===== src/rtl/guard_pkg.sv =====
package guard_pkg;
  localparam int FLAG_W = 3;
  localparam int BIT_SEC = 0;
  localparam int BIT_XO  = 1;
  localparam int BIT_KEY = 2;
  localparam logic [1:0] MODE_XONLY = 2'b11;

  typedef enum logic [1:0] {
    CSR_STATUS = 2'd0,
    CSR_CLEAR  = 2'd1,
    CSR_ENABLE = 2'd2,
    CSR_NONE   = 2'd3
  } csr_sel_e;
endpackage


===== src/rtl/guard_region_match.sv =====
module guard_region_match #(
  parameter int NREG   = 4,
  parameter int ADDR_W = 32,
  parameter int IDX_W  = 2
) (
  input  logic [ADDR_W-1:0]      addr_i,
  input  logic [NREG-1:0]        en_i,
  input  logic [ADDR_W*NREG-1:0] lo_i,
  input  logic [ADDR_W*NREG-1:0] hi_i,
  output logic                   hit_o,
  output logic [IDX_W-1:0]       idx_o
);
  logic [NREG-1:0] in_rng;

  for (genvar g = 0; g < NREG; g++) begin : g_cmp
    assign in_rng[g] = en_i[g]
                     && (addr_i >= lo_i[g*ADDR_W +: ADDR_W])
                     && (addr_i <= hi_i[g*ADDR_W +: ADDR_W]);
  end

  always_comb begin
    hit_o = |in_rng;
    idx_o = '0;
    for (int i = NREG - 1; i >= 0; i--) begin
      if (in_rng[i]) idx_o = IDX_W'(i);
    end
  end
endmodule


===== src/rtl/guard_flags.sv =====
module guard_flags
  import guard_pkg::*;
(
  input  logic              clk,
  input  logic              rst_n,
  input  logic [FLAG_W-1:0] set_i,
  input  logic              csr_we_i,
  input  logic [1:0]        csr_sel_i,
  input  logic [FLAG_W-1:0] csr_wdata_i,
  output logic [FLAG_W-1:0] flags_o,
  output logic [FLAG_W-1:0] csr_rdata_o,
  output logic              irq_o
);
  logic [FLAG_W-1:0] flags_q, ien_q, clr;
  csr_sel_e sel;

  assign sel = csr_sel_e'(csr_sel_i);
  assign clr = (csr_we_i && sel == CSR_CLEAR) ? csr_wdata_i : '0;

  always_ff @(posedge clk or negedge rst_n) begin
    if (!rst_n) begin
      flags_q <= '0;
      ien_q   <= '0;
    end else begin
      flags_q <= (flags_q & ~clr) | set_i;
      if (csr_we_i && sel == CSR_ENABLE) ien_q <= csr_wdata_i;
    end
  end

  always_comb begin
    unique case (sel)
      CSR_STATUS: csr_rdata_o = flags_q;
      CSR_ENABLE: csr_rdata_o = ien_q;
      default:    csr_rdata_o = '0;
    endcase
  end

  assign flags_o = flags_q;
  assign irq_o   = |(flags_q & ien_q);
endmodule


===== src/rtl/enc_region_guard.sv =====
module enc_region_guard
  import guard_pkg::*;
#(
  parameter int NREG   = 4,
  parameter int ADDR_W = 32,
  localparam int IDX_W = (NREG > 1) ? $clog2(NREG) : 1
) (
  input  logic                   clk,
  input  logic                   rst_n,
  input  logic                   enc_mode_i,
  input  logic                   sec_err_i,
  input  logic                   acc_valid_i,
  input  logic                   acc_fetch_i,
  input  logic [ADDR_W-1:0]      acc_addr_i,
  input  logic [NREG-1:0]        rgn_en_i,
  input  logic [2*NREG-1:0]      rgn_mode_i,
  input  logic [8*NREG-1:0]      rgn_crc_i,
  input  logic [ADDR_W*NREG-1:0] rgn_lo_i,
  input  logic [ADDR_W*NREG-1:0] rgn_hi_i,
  input  logic                   csr_we_i,
  input  logic [1:0]             csr_sel_i,
  input  logic [2:0]             csr_wdata_i,
  output logic [2:0]             csr_rdata_o,
  output logic                   rsp_valid_o,
  output logic                   rsp_hit_o,
  output logic [IDX_W-1:0]       rsp_region_o,
  output logic                   rsp_zero_o,
  output logic                   irq_o
);
  logic [7:0]        crc_a  [NREG];
  logic [1:0]        mode_a [NREG];
  logic [NREG-1:0]   blk_q;
  logic              hit;
  logic [IDX_W-1:0]  idx;
  logic              key_bad, xo_rd, enc_fx, zero;
  logic [FLAG_W-1:0] set, flags;

  for (genvar g = 0; g < NREG; g++) begin : g_unpack
    assign crc_a[g]  = rgn_crc_i[g*8 +: 8];
    assign mode_a[g] = rgn_mode_i[g*2 +: 2];
  end

  guard_region_match #(.NREG(NREG), .ADDR_W(ADDR_W), .IDX_W(IDX_W)) u_match (
    .addr_i(acc_addr_i), .en_i(rgn_en_i), .lo_i(rgn_lo_i), .hi_i(rgn_hi_i),
    .hit_o(hit), .idx_o(idx)
  );

  assign key_bad = hit && (crc_a[idx] == 8'h00);
  assign xo_rd   = hit && (mode_a[idx] == MODE_XONLY) && !acc_fetch_i;
  assign enc_fx  = enc_mode_i && acc_fetch_i;
  assign zero    = enc_fx || xo_rd || key_bad || (hit && blk_q[idx]);

  always_comb begin
    set          = '0;
    set[BIT_SEC] = sec_err_i;
    set[BIT_XO]  = acc_valid_i && (xo_rd || enc_fx);
    set[BIT_KEY] = acc_valid_i && key_bad;
  end

  // per-window key block: held until a nonzero checksum is seen at an edge
  for (genvar g = 0; g < NREG; g++) begin : g_blk
    always_ff @(posedge clk or negedge rst_n) begin
      if (!rst_n)                     blk_q[g] <= 1'b0;
      else if (crc_a[g] != 8'h00)     blk_q[g] <= 1'b0;
      else if (acc_valid_i && key_bad && idx == IDX_W'(g)) blk_q[g] <= 1'b1;
    end
  end

  always_ff @(posedge clk or negedge rst_n) begin
    if (!rst_n) begin
      rsp_valid_o  <= 1'b0;
      rsp_hit_o    <= 1'b0;
      rsp_region_o <= '0;
      rsp_zero_o   <= 1'b0;
    end else begin
      rsp_valid_o  <= acc_valid_i;
      rsp_hit_o    <= acc_valid_i && hit;
      rsp_region_o <= (acc_valid_i && hit) ? idx : '0;
      rsp_zero_o   <= acc_valid_i && zero;
    end
  end

  guard_flags u_flags (
    .clk(clk), .rst_n(rst_n), .set_i(set),
    .csr_we_i(csr_we_i), .csr_sel_i(csr_sel_i), .csr_wdata_i(csr_wdata_i),
    .flags_o(flags), .csr_rdata_o(csr_rdata_o), .irq_o(irq_o)
  );
endmodule


===== config.mk =====
export PLATFORM = sky130hd
export DESIGN_NAME = enc_region_guard
export DESIGN_NICKNAME = d
export VERILOG_FILES = /design/src/rtl/guard_pkg.sv /design/src/rtl/guard_region_match.sv /design/src/rtl/guard_flags.sv /design/src/rtl/enc_region_guard.sv
export SDC_FILE = /design/constraint.sdc
export NUM_CORES = 1
export LEC_CHECK = 0
export ABC_CLOCK_PERIOD_IN_PS = 1440
export BUFFER_PORTS_ARGS = -buffer_cell sky130_fd_sc_hd__buf_4
export CORE_AREA = 2 2 137 139
export DETAILED_ROUTE_END_ITERATION = 10
export DIE_AREA = 0 0 139 141
export PLACE_DENSITY_LB_ADDON = 0.25
export SYNTH_ARGS = -nofsm -noshare
export SYNTH_HDL_FRONTEND = slang
export SYNTH_HIERARCHICAL = 1
export SYNTH_SLANG_ARGS = --single-unit

===== constraint.sdc =====
create_clock -name clk -period 1.44 [get_ports clk]
set_input_delay 0.432 -clock clk [delete_from_list [all_inputs] [get_ports clk]]
set_output_delay 0.432 -clock clk [all_outputs]
set_load 0.01 [all_outputs]

==> impl_metrics.csv, run 1 <==
group,metric,value,unit
outcome,status,"complete, but fails checks",
outcome,failed_checks,"setup timing",
logic_synthesis,synth-edff-count,0,
clock_network,cts_tree,"built",
timing,rsz0062_at_grt,"true",
floorplan,row_count,50,
floorplan,die-height,141,um
timing,worst_pin_slew,0.438,ns
power_and_ir_drop,p_int,2.80,mW
power_and_ir_drop,power.density,370,mW/mm^2
placement,gp_congestion,0.926,
route,drt_wl_total,28800,um
floorplan,die_w,139,um
cells_and_area,syn_to_final_growth,70.9,%
setup_path,crit_path_start_kind,"input port",
timing,fin_ws,-1.61,ns
clock_network,clk_latency,0.25,ns
route,via_per_inst,5.22,
setup_path,endpoint_kind,"flop",
clock_network,clockBufferDepth,2,
placement,post-place-ws,-2.08,ns
setup_path,cp_max_fo,8,
grt,antenna_found_initial,0,
route,wl_per_cell,17.0,um
clock_network,clk_pin_slew,0.05,ns
worst_hold_path,hp-class,"input port to asynchronous set/reset pin",
setup_path,crit_required,1.56,ns
logic_synthesis,syn_nets,1579,
timing,fin_hold_ws,0.0409,ns
route,drtIter0Drc,326,
timing,setup_viol,12,
timing,finalCritPeriodShare,212,%
route,antenna_left,0,
floorplan,ios,353,
floorplan,dieArea,0.0196,mm^2
grt,grt_max_degree,16,
grt,grt_pass1_vias,8695,
power_and_ir_drop,seqPwrFrac,10.3,%
grt,grtUsageTotal,27.1,%
route,firstDrtPassIters,5,
floorplan,start_util,40.3,%
power_and_ir_drop,power.leakage,6.99,nW
setup_path,criticalPathCategory,"input port to flop",
cells_and_area,drive_gt1_share,43.6,%
grt,grt_pass1_wl,43100,um
job,max_cap_viol_count,0,
timing,timing.final.max_slew_violations,0,
logic_synthesis,ys_seq_area_share,5.09,%
placement,port-buffer-count,352,
power_and_ir_drop,power.switching,1.86,mW
logic_synthesis,yosysWarnings,6,
power_and_ir_drop,comb_power_share,77.9,%
logic_synthesis,synthArstFlopShare,100,%
power_and_ir_drop,clkPwrFrac,11.8,%
timing,slew_headroom,70.8,%
clock_network,cts-htree-levels,1,
route,drc,0,
cells_and_area,multi_input_area,0.00708,mm^2
power_and_ir_drop,ir_worst_vdd,451,uV
cells_and_area,finalNetCount,2056,
route,vias,8814,
cells_and_area,n_antenna_cell,0,
timing,fin_crit,3.05,ns
grt,overflow,0,
floorplan,core_area,0.0183,mm^2
timing,clock-skew-final,0.000551,ns
logic_synthesis,syn_inst,979,
clock_network,cts_sinks,15,
power_and_ir_drop,swShare,40.0,%
setup_path,crit_arrival,3.18,ns
cells_and_area,final_common_cell,"buf_4",
logic_synthesis,synth.distinct_cells,59,
logic_synthesis,ys_ff_latch,15,
placement,dp_hpwl,24500,um
cells_and_area,n_fill_cell,1509,
cells_and_area,seqCellArea,375,um^2
clock_network,cts_made_buffers,3,
timing,fmax,328,MHz
logic_synthesis,syn_area,0.00737,mm^2
logic_synthesis,avgSynthCellArea,7.53,um^2
cells_and_area,final_cell_mix,"buf_4, inv_1, ha_1",
setup_path,ff2ff_path_depth,3,
clock_network,cts_root_buffer,"clkbuf_16",
logic_synthesis,synthFlopType,"dfrtp_1",
timing,hold_violations,0,
## power by group through the flow
stage | Combinational, mW | Sequential [mW] | Clock (mW)
6_report | 3.63 | 0.481 | 0.549
5_1_grt | 3.99 | 0.482 | 0.583
4_1_cts | 3.36 | 0.480 | 0.556
3_5_place_dp | 3.13 | 0.484 | 0
3_3_place_gp | 3.06 | 0.485 | 0
2_1_floorplan | 1.47 | 0.485 | 0
## critical path, stage by stage
cell and delay (ns):
buf_12 0.12, buf_6 0.14, ha_4 0.26, nand4_1 0.11, nor4_2 0.32, buf_4 0.16
nand4_1 0.11, o311a_1 0.18, a211o_1 0.34, a21oi_4 0.18, buf_12 0.14, mux4_2 0.51
nand2_2 0.08, a31oi_1 0.08
## final cells by class
class / instances / area share [%]
clock buffers: 3 / 0.596
flip-flops and latches: 15 / 2.98
inverters: 259 / 8.05
well taps: 234 / 2.33
repair buffers: 475 / 29.8
clock inverters: 1 / 0.0398
multi-input cells: 702 / 56.2
## registers in the layout, summed over array words and instances (netlist names)
signal           count
rsp_region_o         2
u_flags/ien_q        3
blk_q                4
rsp_valid_o          1
rsp_hit_o            1
rsp_zero_o           1
u_flags/flags_o      3
## stage by stage
step                      setup TNS [ns]  cell area [um^2]  instances  power [mW]  util (%)
after floorplan                   -12.00              7630        979        1.95         -
after global placement            -18.73             11400       1676        3.55      62.5
after detailed placement          -18.83             11400       1676        3.62      62.5
after CTS                         -14.23             12000       1682        4.40      65.9
after global routing              -15.73             12600       1689        5.06      68.9
final                             -14.65             12600       1689        4.66      68.9
## per-layer routing
metal | vias to the layer above | wire, um | share of wire, % | global-route usage (%)
met5 | - | 0 | 0 | 0
met4 | 0 | 800 | 2.8 | 5.69
met3 | 52 | 1690 | 5.9 | 3.74
met2 | 344 | 14300 | 50 | 50.1
met1 | 4007 | 12000 | 42 | 33.5
li1 | 4411 | - | - | -
## cell usage after synthesis (2+ instances only)
master,count,area share [%]
and2_0,3,0.25
nand4b_1,3,0.36
a221o_1,2,0.27
nor3_2,2,0.27
o21ai_1,3,0.20
nor3b_1,2,0.20
a221oi_1,5,0.59
nand4_1,42,3.6
nor4_1,10,0.85
a21oi_1,91,6.2
nor3_1,8,0.54
o21a_1,10,1.0
or4_1,4,0.41
mux4_2,2,0.61
o31ai_1,2,0.20
o211ai_1,9,0.92
a22oi_1,2,0.20
nand2b_1,3,0.25
nor4_4,3,0.87
and3_1,2,0.17
mux2i_1,3,0.41
inv_1,259,13
nand2_1,50,2.5
o2111ai_1,3,0.36
nor2_1,29,1.5
nand3_1,23,1.6
mux2_4,3,0.61
a211o_1,2,0.24
and4_1,11,1.3
a211oi_1,9,0.92
dfrtp_1,15,5.1
a22o_1,2,0.24
ha_1,256,43
a21o_1,36,3.7
nor2b_1,12,1.0
a2111oi_0,6,0.71
o21ai_0,30,2.0
## final timing paths
check,from,endpoint,slack (ns)
max in group asynchronous,rst_n,u_flags/ien_q[0],1.21
setup reg to reg,blk_q[3],rsp_zero_o,0.29
setup / recovery,acc_addr_i[18],rsp_zero_o,-1.61
min in group clk,acc_valid_i,rsp_valid_o,0.37
hold reg to reg,blk_q[0],blk_q[0],0.51
hold / removal,rst_n,blk_q[0],0.04
## cell families after synthesis
| logic type | count (synthesis) | share of synthesized area [%] |
|---|---|---|
| buffers and inverters | 262 | 13.4 |
| adder cells (fa/ha/maj) | 256 | 43.5 |
| AO/OA/AOI/OAI | 224 | 19.5 |
| AND/OR/NAND/NOR | 214 | 16.9 |
| flip-flops | 15 | 5.09 |
| multiplexers | 8 | 1.63 |
## timing repair
| item | 4_1_cts | 5_1_grt |
|---|---|---|
| hold buffers | 0 | 0 |
| gates resized for setup | 90 | 87 |
| endpoints found under the setup margin | 12 | 14 |
| pin swaps | 41 | 49 |
| buffers inserted | 3 | 8 |
| gates cloned | 0 | 0 |
Note: power is estimated with default switching activity, not from simulation.
==> inputs of run 2 (changes only) <==
--- a/config.mk
+++ b/config.mk
@@ -11,4 +11,5 @@
 export DETAILED_ROUTE_END_ITERATION = 10
 export DIE_AREA = 0 0 139 141
+export GPL_ROUTABILITY_DRIVEN = 0
 export PLACE_DENSITY_LB_ADDON = 0.25
 export SYNTH_ARGS = -nofsm -noshare
==> constraint.sdc (replaced) <==
create_clock -name clk -period 1.44 [get_ports clk]
set_input_delay 0.216 -clock clk [delete_from_list [all_inputs] [get_ports clk]]
set_output_delay 0.216 -clock clk [all_outputs]
set_load 0.01 [all_outputs]
==> run 2 against run 1 <==
  * The run still ends with setup timing left
  * Combinational power increased by 3%
  * Final cell count increased by 2.3%
  * First-iteration DRC count increased by 8.6%
  * Core utilization increased by 1.1 points
  * Non-clock buffer count increased by 39
  * Critical path depth increased by 1
  * Sequential power about the same
  * Global-route usage increased by 2.1 points
  * Fmax increased by 3.0%
  * Die area unchanged
  * Worst setup slack improved by 0.090 ns
  * Worst hold slack improved by 0.083 ns
  * Critical path type unchanged
  * Highest routed layer unchanged
==> impl_metrics.csv, run 2 (synthesized netlist as in run 1, its figures left out) <==
group,metric,value,unit
floorplan,die_w,139,um
grt,grt_use_met1,33.8,%
timing,slew_headroom,71.0,%
placement,port-buffer-count,352,
power_and_ir_drop,clkPwrFrac,11.3,%
setup_path,crit_required,1.62,ns
setup_path,crit_chain,"buf_4 > buf_6 > ha_4 > buf_4 > a21oi_1 > a21oi_1 > or4_4 > a22o_1 > o21ai_2 > a21oi_4 > buf_12 > inv_4 > mux4_2 > nor2_2 > a21o_1",
placement,dpl-instance-area,0.0116,mm^2
power_and_ir_drop,p_int,2.89,mW
job,max_cap_viol_count,0,
cells_and_area,layout.cells.non_filler,1728,
worst_hold_path,hp-class,"input port to flop",
setup_path,reg2reg_from,"blk_q[3]",
power_and_ir_drop,power.switching,1.88,mW
timing,worst_pin_slew,0.431,ns
placement,dp_hpwl,25100,um
setup_path,crit_arrival,3.15,ns
cells_and_area,largest_reg_flops,4,
outcome,status,"complete, but fails checks",
timing,timing.final.max_slew_violations,0,
setup_path,cp_top_family,"compound AO/OA/AOI/OAI gates",
setup_path,cpPeakStageDelay,0.55,ns
cells_and_area,final_common_cell,"buf_4",
worst_hold_path,holdPathEnd,"rsp_valid_o",
power_and_ir_drop,ir_worst_vdd,381,uV
grt,antenna_found_initial,0,
clock_network,cts_tree,"built",
outcome,failed_checks,"setup timing",
clock_network,clockBufferDepth,2,
power_and_ir_drop,comb_power_share,78.6,%
grt,grt_pass1_vias,9416,
power_and_ir_drop,power,4.78,mW
timing,setup_viol,11,
cells_and_area,final_util,70.0,%
setup_path,regToRegSetupSlack,0.30,ns
clock_network,clk_pin_slew,0.05,ns
grt,grt-busiest-layer,"met2",
floorplan,dieArea,0.0196,mm^2
route,drtIter0Drc,354,
timing,fin_crit,2.96,ns
grt,overflow,0,
cells_and_area,final_cell_mix,"buf_4, inv_1, ha_1",
power_and_ir_drop,power.density,374,mW/mm^2
cells_and_area,drive_gt1_share,43.0,%
clock_network,clk_latency,0.25,ns
timing,rsz0062_at_grt,"true",
grt,grtUsageTotal,29.2,%
route,drc,0,
clock_network,cts_root_buffer,"clkbuf_16",
timing,fmax,338,MHz
setup_path,reg2reg_to,"rsp_zero_o",
power_and_ir_drop,power.leakage,7.19,nW
route,via_per_inst,5.29,
cells_and_area,finalNetCount,2095,
clock_network,cts_made_buffers,3,
worst_hold_path,hp-start,"acc_valid_i",
setup_path,criticalPathCategory,"input port to flop",
grt,met2_usage,53.3,%
setup_path,cp_max_fo,8,
setup_path,cp.buffers_inverters,5,
route,wl_per_cell,17.4,um
setup_path,endpoint_kind,"flop",
setup_path,crit_path_start_kind,"input port",
timing,clock-skew-final,0.000566,ns
floorplan,ios,353,
placement,post-place-ws,-2.23,ns
setup_path,ff2ff_path_depth,3,
route,drt_wl_total,30000,um
floorplan,die-height,141,um
timing,fin_ws,-1.52,ns
cells_and_area,final_area,0.0128,mm^2
clock_network,cts_sinks,15,
timing,finalCritPeriodShare,206,%
timing,fin_hold_ws,0.124,ns
worst_hold_path,hold_path_depth,1,
timing,setup_tns,-13.91,ns
route,firstDrtPassIters,5,
timing,hold_violations,0,
power_and_ir_drop,swShare,39.4,%
route,vias,9142,
cells_and_area,n_antenna_cell,0,
grt,grt_pass1_wl,46200,um
floorplan,row_count,50,
floorplan,start_util,40.3,%
placement,placedCellCount,1698,
grt,grt_max_degree,16,
clock_network,cts-htree-levels,1,
floorplan,core_area,0.0183,mm^2
cells_and_area,syn_to_final_growth,73.5,%
route,antenna_left,0,
grt,use_met3,4.89,%
cells_and_area,top_register,"blk_q",
power_and_ir_drop,seqPwrFrac,10.1,%
setup_path,critPathSlowestCell,"or4_4",
## run 2: area by class of cell
| type | count | area, um^2 |
|---|---|---|
| multi-input combinational | 702 | 6860 |
| fill | 1463 | 5480 |
| timing repair buffer | 514 | 4160 |
| inverter | 259 | 1010 |
| sequential | 15 | 375 |
| tap | 234 | 293 |
| clock buffer | 4 | 78.8 |
## run 2: how the worst max path moves through the flow
stage,startpoint,end,slack [ns],depth (start not counted)
6_report,acc_addr_i[11],u_flags/flags_o[2],-1.52,15
5_1_grt,acc_addr_i[22],rsp_zero_o,-1.67,20
4_1_cts,acc_addr_i[14],u_flags/flags_o[2],-1.42,16
3_5_place_dp,acc_addr_i[9],u_flags/flags_o[1],-2.23,16
3_3_place_gp,acc_addr_i[9],u_flags/flags_o[1],-2.25,16
2_1_floorplan,rgn_hi_i[107],rsp_zero_o,-1.23,13
## run 2: worst reg2reg max path: cells and delay by family, from the launching register on
| kind | cells | cell delay [ns] |
|---|---|---|
| and+or+nand+nor | 1 | 0.07 |
| AOI/OAI and AO/OA | 1 | 0.08 |
| muxes | 1 | 0.47 |
| DFF | 1 | 0.39 |
## run 2: timing repair
item                                    CTS  global route
endpoints found under the hold margin    15             0
setup buffers                            20            10
hold buffers                              1             0
gates resized for setup                 135            25
pin swaps                                63            24
endpoints found under the setup margin   10            11
## run 2: power groups by stage
stage	clock network, mW	registers, mW	logic, mW
after CTS	0.547	0.481	3.57
after global routing	0.572	0.486	4.12
after global placement	0	0.486	3.13
after detailed placement	0	0.486	3.21
after floorplan	0	0.485	1.47
final	0.539	0.483	3.75
## run 2: metal layers
metal,part of all wire [%],vias to the layer above
li1,-,4490
met1,40,4171
met2,48,389
met3,6.6,92
met4,5.2,0
met5,0,-
==> inputs of run 3 (changes only) <==
CELL_PAD_IN_SITES_DETAIL_PLACEMENT = 2   (was not set)
CELL_PAD_IN_SITES_GLOBAL_PLACEMENT = 2   (was not set)
CORE_AREA = not set   (was 2 2 137 139)
CORE_MARGIN = 2   (was not set)
CORE_UTILIZATION = 26   (was not set)
DIE_AREA = not set   (was 0 0 139 141)
SYNTH_HIERARCHICAL = not set   (was 1)
==> run 3 against run 2 <==
  * Worst setup slack got worse by 0.015 ns
  * Non-clock buffer count is 7 higher
  * The flow still finishes with violations (setup timing)
  * Fmax decreased by 0.52%
  * Wire length increased by 46%
  * Combinational power increased by 9.9%
  * Sequential power grew 4%
  * Worst hold slack improved by 0.059 ns
  * Critical path type unchanged
  * Critical path depth decreased by 1
  * Final cell count increased by 11%
  * Largest cell class unchanged
  * Core utilization fell by 23 points
  * Synthesized cell count rose by 1.9%
==> impl_metrics.csv, run 3 <==
group,metric,value,unit
cells_and_area,final_common_cell,"buf_4",
floorplan,core_area,0.0285,mm^2
cells_and_area,multi_input_area,0.00730,mm^2
placement,dpl-instance-area,0.0120,mm^2
grt,grtUsageTotal,26.5,%
timing,setup_tns,-13.62,ns
cells_and_area,final_util,46.8,%
logic_synthesis,synth_top_area_share,42.8,%
clock_network,clk_pin_slew,0.05,ns
cells_and_area,n_fill_cell,3236,
setup_path,endpoint_kind,"flop",
setup_path,critPathSlowestCell,"nor4_4",
setup_path,crit_arrival,3.11,ns
outcome,failed_checks,"setup timing",
logic_synthesis,syn_inst,998,
setup_path,criticalPathCategory,"input port to flop",
clock_network,cts_tree,"built",
cells_and_area,final_area,0.0134,mm^2
logic_synthesis,avgSynthCellArea,7.50,um^2
clock_network,cts-htree-levels,1,
clock_network,clk_latency,0.25,ns
grt,antenna_found_initial,6,
logic_synthesis,yosysWarnings,0,
cells_and_area,layout.cells.non_filler,1913,
job,max_cap_viol_count,0,
grt,grt_pass1_wl,62500,um
route,drt_wl_total,43700,um
floorplan,die-height,174,um
timing,timing.final.max_slew_violations,0,
floorplan,die_w,174,um
logic_synthesis,yosysMostFrequentCell,"inv_1",
power_and_ir_drop,ir_worst_vdd,307,uV
route,wl_per_cell,22.8,um
floorplan,start_util,26.2,%
timing,worst_pin_slew,0.538,ns
timing,fin_ws,-1.54,ns
floorplan,ios,353,
floorplan,row_count,62,
timing,finalCritPeriodShare,207,%
outcome,status,"complete, but fails checks",
logic_synthesis,yosys-top-cells-area,"ha_1, inv_1, a21oi_1, dfrtp_1, nand2_1",
logic_synthesis,synthFlopType,"dfrtp_1",
setup_path,crit_top_cell,"buf_4",
timing,fmax,336,MHz
logic_synthesis,synth.distinct_cells,74,
logic_synthesis,syn_nets,1598,
route,via_per_inst,5.05,
timing,hold_violations,0,
timing,fin_crit,2.98,ns
cells_and_area,drive_gt1_share,44.9,%
setup_path,crit_required,1.57,ns
cells_and_area,seqCellArea,375,um^2
timing,clock-skew-final,0.00151,ns
logic_synthesis,ys_seq_area_share,5.02,%
floorplan,dieArea,0.0302,mm^2
setup_path,cpPeakStageDelay,0.45,ns
logic_synthesis,synthTopCellsByCount,"inv_1, ha_1, a21oi_1",
setup_path,cp_max_fo,4,
logic_synthesis,ys_ff_latch,15,
route,antenna_left,0,
placement,dp_hpwl,34600,um
timing,setup_viol,11,
placement,port-buffer-count,352,
clock_network,clockBufferDepth,2,
clock_network,cts_made_buffers,3,
timing,slew_headroom,64.0,%
logic_synthesis,synth-edff-count,0,
cells_and_area,finalNetCount,2123,
clock_network,cts_sinks,15,
cells_and_area,top_register,"blk_q",
setup_path,crit_chain,"buf_4 > buf_12 > buf_4 > ha_4 > nand4_1 > nor4_4 > and3_4 > a21oi_2 > a31oi_4 > buf_4 > a211oi_4 > o31ai_4 > nor3b_2 > o21a_1",
logic_synthesis,syn_area,0.00748,mm^2
grt,grt_pass1_vias,11100,
placement,placedCellCount,1874,
grt,grt_max_degree,16,
route,drtIter0Drc,311,
setup_path,crit_path_start_kind,"input port",
route,drc,0,
route,vias,9667,
clock_network,cts_root_buffer,"clkbuf_16",
grt,overflow,0,
cells_and_area,largest_reg_flops,4,
route,firstDrtPassIters,4,
worst_hold_path,hp-class,"input port to flop",
cells_and_area,final_cell_mix,"buf_4, inv_1, ha_1",
logic_synthesis,synthArstFlopShare,100,%
logic_synthesis,synth_area_leader_cell,"ha_1",
power_and_ir_drop,power.leakage,7.25,nW
power_and_ir_drop,power.density,389,mW/mm^2
cells_and_area,syn_to_final_growth,78.5,%
timing,rsz0062_at_grt,"true",
timing,fin_hold_ws,0.184,ns
[run 3: cell families after synthesis]
logic type	Yosys count	share of synthesized area [%]
and+or+nand+nor	226	17.2
adders and majority gates	256	42.8
muxes	6	0.853
AOI/OAI and AO/OA	230	20.9
DFF	15	5.02
buffers and inverters	265	13.3
[run 3: final cells by class]
cell class              instances  area share [%]
diodes                          7           0.131
clock buffers                   3           0.562
clock inverters                 1          0.0375
inverters                     264            7.45
multi-input cells             718            54.6
flip-flops and latches         15            2.81
well taps                     384            3.60
repair buffers                521            30.8
[run 3: critical path, delay by kind of cell]
kind	cells	cell delay (ns)
adder cells (fa/ha/maj)	1	0.27
buffers and inverters	4	0.60
AO/OA/AOI/OAI	5	0.96
AND/OR/NAND/NOR	4	1.04
[run 3: per-layer routing]
layer	share of wire [%]	vias up	track usage, %	wire [um]
met1	39	4712	29.9	17000
met3	4.2	75	3.49	1830
met5	0	-	0	0
li1	-	4591	-	-
met4	3.7	0	8.05	1620
met2	53	289	51.4	23200
[run 3: stage by stage]
step	total power, mW	worst slack, ns
2_1_floorplan	1.98	-1.01
3_3_place_gp	3.76	-1.74
3_5_place_dp	3.97	-1.83
4_1_cts	4.86	-1.39
5_1_grt	5.61	-1.64
6_report	5.19	-1.54
[run 3: final timing paths]
kind / startpoint / end / slack (ns) / cells past startpoint
min in group asynchronous: rst_n / rsp_region_o[1] / 0.38 / 2
hold reg to reg: u_flags.flags_o[0] / u_flags.flags_o[0] / 0.55 / 1
max in group asynchronous: rst_n / rsp_zero_o / 0.87 / 2
hold / removal: sec_err_i / u_flags.flags_o[0] / 0.18 / 2
setup / recovery: acc_addr_i[31] / blk_q[0] / -1.54 / 14
setup reg to reg: blk_q[0] / rsp_zero_o / 0.36 / 3
[run 3: repair_timing]
action / in CTS / in global routing
gates resized for setup: 129 / 58
hold endpoints to repair: 15 / 0
endpoints found under the setup margin: 10 / 11
hold buffers: 1 / 0
pin swaps: 54 / 37
setup buffers: 18 / 12
[run 3: power by group]
| part | leakage [nW] | internal (mW) | switching [mW] |
|---|---|---|---|
| combinational | 7.02 | 2.11 | 2.01 |
| sequential | 0.189 | 0.464 | 0.0364 |
| clock | 0.0409 | 0.372 | 0.195 |
| total | 7.25 | 2.95 | 2.24 |
